`src/rtl/perf_report_pkg.sv`:
```
package perf_report_pkg;

    localparam logic [7:0] ADDR_CUSTOMER = 8'h38;
    localparam logic [7:0] ADDR_CARRIER  = 8'h3A;
    localparam logic [7:0] ADDR_TEI      = 8'h01;
    localparam logic [7:0] CTRL_UI       = 8'h03;
    localparam logic [15:0] CRC_PRESET   = 16'hFFFF;
    localparam logic [15:0] CRC_POLY_REV = 16'h8408;
    localparam int          HDR_OCTETS   = 3;
    localparam int          FCS_OCTETS   = 2;

    // Per-second status word; sent high octet first.
    typedef struct packed {
        logic [5:0] g;      // g[5]=G6 .. g[0]=G1
        logic [1:0] seq;
        logic       se;
        logic       fe;
        logic       lv;
        logic       sl;
        logic       lb;
        logic [2:0] rsv;
    } status_t;

    function automatic logic [15:0] crc_octet(input logic [15:0] crc_in,
                                              input logic [7:0]  octet);
        logic [15:0] c;
        c = crc_in ^ {8'h00, octet};
        for (int b = 0; b < 8; b++) begin
            if (c[0]) c = (c >> 1) ^ CRC_POLY_REV;
            else      c = c >> 1;
        end
        return c;
    endfunction

endpackage

```
`src/rtl/pr_event_accum.sv`:
```
module pr_event_accum
    import perf_report_pkg::*;
#(
    parameter int CNT_W = 9
) (
    input  logic    clk,
    input  logic    rst_n,
    input  logic    tick_i,
    input  logic    loopback_i,
    input  logic    crc_ev_i,
    input  logic    sef_ev_i,
    input  logic    fbe_ev_i,
    input  logic    lcv_ev_i,
    input  logic    slip_ev_i,
    output status_t status_o
);

    localparam logic [CNT_W-1:0] CNT_MAX = '1;

    typedef struct packed {
        logic [CNT_W-1:0] crc_cnt;
        logic             se;
        logic             fe;
        logic             lv;
        logic             sl;
        logic [1:0]       seq;
    } acc_t;

    acc_t state_d, state_q;
    logic [31:0] cnt_ext;

    // Bin the running tally and assemble this second's status word.
    always_comb begin
        cnt_ext         = 32'(state_q.crc_cnt);
        status_o        = '0;
        status_o.seq    = state_q.seq;
        status_o.se     = state_q.se;
        status_o.fe     = state_q.fe;
        status_o.lv     = state_q.lv;
        status_o.sl     = state_q.sl;
        status_o.lb     = loopback_i;
        status_o.rsv    = 3'b000;
        if (cnt_ext >= 32'd320)      status_o.g[5] = 1'b1;
        else if (cnt_ext >= 32'd101) status_o.g[4] = 1'b1;
        else if (cnt_ext >= 32'd11)  status_o.g[3] = 1'b1;
        else if (cnt_ext >= 32'd6)   status_o.g[2] = 1'b1;
        else if (cnt_ext >= 32'd2)   status_o.g[1] = 1'b1;
        else if (cnt_ext == 32'd1)   status_o.g[0] = 1'b1;
    end

    always_comb begin
        state_d = state_q;
        if (tick_i) begin
            state_d.crc_cnt = {{(CNT_W-1){1'b0}}, crc_ev_i};
            state_d.se      = sef_ev_i;
            state_d.fe      = fbe_ev_i;
            state_d.lv      = lcv_ev_i;
            state_d.sl      = slip_ev_i;
            state_d.seq     = state_q.seq + 2'd1;
        end else begin
            if (crc_ev_i && (state_q.crc_cnt != CNT_MAX))
                state_d.crc_cnt = state_q.crc_cnt + 1'b1;
            state_d.se = state_q.se | sef_ev_i;
            state_d.fe = state_q.fe | fbe_ev_i;
            state_d.lv = state_q.lv | lcv_ev_i;
            state_d.sl = state_q.sl | slip_ev_i;
        end
    end

    always_ff @(posedge clk or negedge rst_n) begin
        if (!rst_n) state_q <= '0;
        else        state_q <= state_d;
    end

    p_bins_exclusive_r3: assert property (@(posedge clk) disable iff (!rst_n)
        tick_i |-> $onehot0(status_o.g));

    p_seq_step_r6: assert property (@(posedge clk) disable iff (!rst_n)
        tick_i |=> state_q.seq == $past(state_q.seq) + 2'd1);

    p_restart_on_tick_r9: assert property (@(posedge clk) disable iff (!rst_n)
        tick_i |=> state_q.crc_cnt == {{(CNT_W-1){1'b0}}, $past(crc_ev_i)});

    p_sat_hold_r10: assert property (@(posedge clk) disable iff (!rst_n)
        (state_q.crc_cnt == CNT_MAX && !tick_i) |=> state_q.crc_cnt == CNT_MAX);

endmodule

```
`src/rtl/pr_history.sv`:
```
module pr_history
    import perf_report_pkg::*;
#(
    parameter int DEPTH = 4
) (
    input  logic                clk,
    input  logic                rst_n,
    input  logic                tick_i,
    input  status_t             status_i,
    output status_t [DEPTH-1:0] hist_o
);

    typedef struct packed {
        status_t [DEPTH-1:0] slot;
    } hist_t;

    hist_t state_d, state_q;

    always_comb begin
        state_d = state_q;
        if (tick_i) begin
            state_d.slot[0] = status_i;
            for (int k = 1; k < DEPTH; k++)
                state_d.slot[k] = state_q.slot[k-1];
        end
    end

    always_ff @(posedge clk or negedge rst_n) begin
        if (!rst_n) state_q <= '0;
        else        state_q <= state_d;
    end

    assign hist_o = state_q.slot;

    p_newest_r7: assert property (@(posedge clk) disable iff (!rst_n)
        tick_i |=> state_q.slot[0] == $past(status_i));

    for (genvar k = 1; k < DEPTH; k++) begin : g_age
        p_shift_r7: assert property (@(posedge clk) disable iff (!rst_n)
            tick_i |=> state_q.slot[k] == $past(state_q.slot[k-1]));
        p_keep_r7: assert property (@(posedge clk) disable iff (!rst_n)
            !tick_i |=> $stable(state_q.slot[k]));
    end

endmodule

```
`src/rtl/pr_frame_tx.sv`:
```
module pr_frame_tx
    import perf_report_pkg::*;
#(
    parameter int DEPTH = 4
) (
    input  logic                clk,
    input  logic                rst_n,
    input  logic                start_i,
    input  logic                carrier_i,
    input  status_t [DEPTH-1:0] hist_i,
    input  logic                ready_i,
    output logic                valid_o,
    output logic [7:0]          data_o,
    output logic                sop_o,
    output logic                eop_o
);

    localparam int BODY_N    = 2 * DEPTH;
    localparam int FRAME_LEN = HDR_OCTETS + BODY_N + FCS_OCTETS;
    localparam int IDX_W     = $clog2(FRAME_LEN);
    localparam int BODY_W    = $clog2(BODY_N);
    localparam logic [IDX_W-1:0] IDX_LAST = IDX_W'(FRAME_LEN - 1);
    localparam logic [IDX_W-1:0] IDX_FCSL = IDX_W'(FRAME_LEN - 2);
    localparam logic [IDX_W-1:0] IDX_BODY = IDX_W'(HDR_OCTETS);

    typedef struct packed {
        logic                busy;
        logic                pend;
        logic [IDX_W-1:0]    idx;
        logic [7:0]          addr;
        logic [15:0]         crc;
        status_t [DEPTH-1:0] snap;
    } tx_t;

    tx_t         state_d, state_q;
    logic [7:0]  body [BODY_N];
    logic [7:0]  cur;
    logic [BODY_W-1:0] body_idx;
    logic        fire;
    logic        last;

    always_comb begin
        for (int k = 0; k < DEPTH; k++) begin
            body[2*k]     = state_q.snap[k][15:8];
            body[2*k + 1] = state_q.snap[k][7:0];
        end
        body_idx = BODY_W'(state_q.idx - IDX_BODY);
        if (state_q.idx == '0)                 cur = state_q.addr;
        else if (state_q.idx == IDX_W'(1))     cur = ADDR_TEI;
        else if (state_q.idx == IDX_W'(2))     cur = CTRL_UI;
        else if (state_q.idx == IDX_FCSL)      cur = ~state_q.crc[7:0];
        else if (state_q.idx == IDX_LAST)      cur = ~state_q.crc[15:8];
        else                                   cur = body[body_idx];
    end

    assign fire = state_q.busy && ready_i;
    assign last = state_q.idx == IDX_LAST;

    always_comb begin
        state_d = state_q;
        if (start_i) state_d.pend = 1'b1;
        if (fire) begin
            if (state_q.idx < IDX_FCSL)
                state_d.crc = crc_octet(state_q.crc, cur);
            if (last) begin
                state_d.busy = 1'b0;
                state_d.idx  = '0;
            end else begin
                state_d.idx  = state_q.idx + 1'b1;
            end
        end
        if (!state_q.busy && state_q.pend) begin
            state_d.busy = 1'b1;
            state_d.pend = start_i;
            state_d.idx  = '0;
            state_d.crc  = CRC_PRESET;
            state_d.snap = hist_i;
            state_d.addr = carrier_i ? ADDR_CARRIER : ADDR_CUSTOMER;
        end
    end

    always_ff @(posedge clk or negedge rst_n) begin
        if (!rst_n) state_q <= '0;
        else        state_q <= state_d;
    end

    assign valid_o = state_q.busy;
    assign data_o  = cur;
    assign sop_o   = state_q.busy && (state_q.idx == '0);
    assign eop_o   = state_q.busy && last;

    p_hold_r11: assert property (@(posedge clk) disable iff (!rst_n)
        (valid_o && !ready_i) |=>
            (valid_o && $stable(data_o) && $stable(sop_o) && $stable(eop_o)));

    p_contiguous_r2: assert property (@(posedge clk) disable iff (!rst_n)
        (valid_o && ready_i && !eop_o) |=> (valid_o && !sop_o));

    p_pending_r12: assert property (@(posedge clk) disable iff (!rst_n)
        (start_i && state_q.busy) |=> state_q.pend);

    p_markers_r2: assert property (@(posedge clk) disable iff (!rst_n)
        !(sop_o && eop_o));

endmodule

```
`src/rtl/perf_report_gen.sv`:
```
module perf_report_gen
    import perf_report_pkg::*;
#(
    parameter int CNT_W      = 9,
    parameter int HIST_DEPTH = 4
) (
    input  logic       clk,
    input  logic       rst_n,
    input  logic       sec_tick_i,
    input  logic       carrier_i,
    input  logic       loopback_i,
    input  logic       crc_err_i,
    input  logic       sev_frm_i,
    input  logic       fbit_err_i,
    input  logic       lcv_i,
    input  logic       slip_i,
    input  logic       rep_ready_i,
    output logic       rep_valid_o,
    output logic [7:0] rep_data_o,
    output logic       rep_sop_o,
    output logic       rep_eop_o
);

    status_t                  sec_status;
    status_t [HIST_DEPTH-1:0] hist;

    pr_event_accum #(.CNT_W(CNT_W)) u_accum (
        .clk        (clk),
        .rst_n      (rst_n),
        .tick_i     (sec_tick_i),
        .loopback_i (loopback_i),
        .crc_ev_i   (crc_err_i),
        .sef_ev_i   (sev_frm_i),
        .fbe_ev_i   (fbit_err_i),
        .lcv_ev_i   (lcv_i),
        .slip_ev_i  (slip_i),
        .status_o   (sec_status)
    );

    pr_history #(.DEPTH(HIST_DEPTH)) u_hist (
        .clk      (clk),
        .rst_n    (rst_n),
        .tick_i   (sec_tick_i),
        .status_i (sec_status),
        .hist_o   (hist)
    );

    pr_frame_tx #(.DEPTH(HIST_DEPTH)) u_tx (
        .clk       (clk),
        .rst_n     (rst_n),
        .start_i   (sec_tick_i),
        .carrier_i (carrier_i),
        .hist_i    (hist),
        .ready_i   (rep_ready_i),
        .valid_o   (rep_valid_o),
        .data_o    (rep_data_o),
        .sop_o     (rep_sop_o),
        .eop_o     (rep_eop_o)
    );

    p_rsv_zero_r5: assert property (@(posedge clk) disable iff (!rst_n)
        sec_tick_i |-> (sec_status.rsv == 3'b000 && sec_status.lb == loopback_i));

endmodule

```
`config.mk`:
```
export PLATFORM = sky130hd
export DESIGN_NAME = perf_report_gen
export DESIGN_NICKNAME = d
export VERILOG_FILES = /design/src/rtl/perf_report_pkg.sv /design/src/rtl/pr_event_accum.sv /design/src/rtl/pr_history.sv /design/src/rtl/pr_frame_tx.sv /design/src/rtl/perf_report_gen.sv
export SDC_FILE = /design/constraint.sdc
export NUM_CORES = 1
export LEC_CHECK = 0
export BUFFER_PORTS_ARGS = -buffer_cell sky130_fd_sc_hd__buf_2
export CAP_MARGIN = 20
export CORE_MARGIN = 3
export CORE_UTILIZATION = 50
export DETAILED_ROUTE_END_ITERATION = 10
export GPL_TIMING_DRIVEN = 0
export PLACE_DENSITY = 0.69
export SYNTH_ARGS = -nofsm -noshare
export SYNTH_HDL_FRONTEND = slang
export SYNTH_HIERARCHICAL = 1
export SYNTH_SLANG_ARGS = --single-unit
```
`constraint.sdc`:
```
create_clock -name clk -period 2.96 [get_ports clk]
set_clock_uncertainty 0.05 [all_clocks]
set_input_delay 0.444 -clock clk [delete_from_list [all_inputs] [get_ports clk]]
set_output_delay 0.444 -clock clk [all_outputs]
set_load 0.01 [all_outputs]
```
==> impl_metrics.ini <==
[synth]
synthTopCellsByCount = dfrtp_1, mux2_2, mux2_4
yosys_warnings = 6
synth_area_leaders = dfrtp_1, mux2_4, mux2_2, mux4_2, mux4_1
syn_area_per_cell_sq_um = 13.3
synthArstFlopShare_pct = 100
yosysTopAreaCell = dfrtp_1
synth_top_area_share_pct = 49.9
yosysMostFrequentCell = dfrtp_1
synth_cell_types = 70
syn_inst = 631
synth_area_sq_mm = 0.00837
synth-edff-count = 0
seq_area_frac_synth_pct = 49.9
synth_seq_cells = 167
synth_ff_type = dfrtp_1

[timing]
fmax_mhz = 314
slew_headroom_pct = 43.6
slew_violations = 0
finalCritPeriodShare_pct = 108
worstMarginPinSlew_ps = 846
hold_viol = 0
rsz0062_at_grt = yes
min_period_ps = 3180
worst_slack_ps = -224
setup_viol = 18

[worst_setup_path]
critPathArrivalTime_ps = 2690
path_class = flop to primary output
r2r-start = u_tx/state_q[88]
crit_end = rep_data_o[4]
reg2reg_slack_ps = -190
worst_r2r_endpoint = u_tx/state_q[72]
end_kind = primary output
cp-startpoint = u_tx/state_q[88]
path_max_fanout = 7
cp-start-kind = flop
reg2reg_depth = 15
cp.required_ps = 2470

[route]
drt-initial-drc-count = 345
vias_per_cell = 5.79
wl_per_cell_microns = 20.5
ant_nets = 0
num_vias = 5441
drc = 0
drtPass1Iterations = 5
drt_wl_total_microns = 19200

[hold_path]
hold_path.class = primary input to flop
holdPathStages = 2

[global_routing]
grt_pass1_wl_microns = 31300
track_usage_pct = 22.2
antenna_found_initial = 0
overflow = 0
grt_pass1_vias = 5610
grt_max_degree = 126

[floorplanning]
fp.coreArea_sq_mm = 0.0161
dieArea_sq_mm = 0.0183
dieHeight_microns = 135
start_util_pct = 51.9
core.rowCount = 46
fp.dieW_microns = 135
num_io_pins = 22

[placed_design]
place_hpwl_microns = 12700
io_buffers = 20
gp_congestion = 0.898
dpl_cell_area_sq_mm = 0.00883
place_inst = 870

[clock_tree]
clock_latency_ps = 430
cts_tree = done
clkSlewWorstSetupHoldPaths_ps = 70
cts_max_path_buffers = 2
cts_made_buffers = 17
numClockSinks = 167
htreeDepth = 4
cts_root_buffer = clkbuf_16

[pwr]
power_density_mw_per_mm2 = 1070
p_leak_nw = 4.58
power.total_mw = 10.6
ir_drop_v = 0.000586

[cells_and_area]
fin_area_sq_mm = 0.00996
area.growth.synth_to_final_pct = 19.0
drive_above_1_share_pct = 40.8
antenna_cells = 0
fin_nets = 729
stdcell_count = 939

[run_status]
violations = setup timing
status = finished, violations left

[flow_run]
max-cap-violations = 0
power breakdown:
part / switching [mW] / total, mW / internal, mW / leakage (nW)
clock network: 0.943 / 2.25 / 1.30 / 0.286
logic: 2.31 / 4.99 / 2.69 / 2.19
registers: 0.508 / 3.40 / 2.89 / 2.10
total: 3.76 / 10.6 / 6.88 / 4.58
flip-flops by register name, indices dropped and copies added, names as in the netlist:
register and flops:
u_tx/body 64, u_accum/cnt_ext 9, u_tx/valid_o 1, u_tx/state_q 23, u_accum/status_o 6, u_hist/hist_o 64
stage by stage:
step | hold WS (ps) | util (%) | TNS, ps | setup slack (ps)
final | 144 | 61.8 | -2500 | -224
after global routing | 136 | 61.8 | -4580 | -357
after CTS | 126 | 61.0 | -2290 | -279
after detailed placement | 311 | 54.8 | -9750 | -695
after global placement | 412 | 54.5 | -180360 | -1050
after floorplan | 98.4 | - | 0 | 11.1
worst min path at each step:
stage / start / end
floorplan: rst_n / u_accum/cnt_ext[0]
global placement: u_accum/status_o[9] / u_accum/status_o[9]
detailed placement: rst_n / u_hist/hist_o[23]
CTS: fbit_err_i / u_accum/status_o[6]
global route: slip_i / u_accum/status_o[4]
finish: fbit_err_i / u_accum/status_o[6]
final cells by class:
| type | instances | area (sq um) |
|---|---|---|
| Buffer | 36 | 312 |
| Fill cell | 1210 | 6150 |
| Inverter | 11 | 45.0 |
| Multi-Input combinational cell | 416 | 4090 |
| Tap cell | 216 | 270 |
| Timing Repair Buffer | 61 | 468 |
| Clock buffer | 20 | 457 |
| Clock inverter | 12 | 143 |
| Sequential cell | 167 | 4180 |
cells in the final DEF, fill, tap and decap left out, types with 4 or more instances in the layout:
master / instances
ha_1: 6
clkbuf_16: 17
buf_12: 9
nand2b_1: 6
buf_4: 40
a21o_1: 10
buf_2: 22
clkinvlp_4: 4
nor3_1: 20
xnor2_1: 9
and3_1: 5
mux2_4: 64
or3_1: 5
nand3_1: 6
mux4_2: 13
o21a_1: 6
inv_1: 10
nor2_1: 20
o21ai_0: 14
mux2i_1: 4
nand2_1: 30
a21oi_1: 25
clkbuf_1: 16
buf_6: 5
dfrtp_1: 167
o31ai_1: 5
mux2_2: 70
nor2b_1: 4
o211ai_1: 5
xor2_1: 6
critical path, cell delays in order, from the launching register on:
cell,delay (ps)
dfrtp_1,380
buf_8,120
buf_12,90
clkinvlp_4,90
ha_4,350
buf_6,120
mux4_2,300
mux2_4,310
a22o_1,210
nand2_1,70
nand2_1,70
buf_2,150
logic make-up (layout without fill, tap and decap cells):
group	after synthesis	after routing	share of synthesized area (%)
DFF	167	167	49.9
other	1	3	0.0448
muxes	158	158	26.3
AOI/OAI and AO/OA	102	102	8.37
adders and majority gates	8	8	1.20
xor gates and xnor gates	18	18	2.20
and+or+nand+nor	127	127	7.98
buffers and inverters	50	140	4.02
timing repair:
item / 4_1_cts / 5_1_grt
resized for setup: 42 / 17
hold buffers: 1 / 0
hold endpoints to repair: 42 / 0
pin swaps: 16 / 16
gates cloned: 1 / 0
buffers inserted: 25 / 14
setup endpoints to repair: 25 / 22
metal layers:
layer	track usage [%]	wire length (microns)
met1	30.1	8600
met5	0	0
met4	8.34	502
met3	4.46	864
met2	35.4	9260
(Power assumes the default switching activity.)
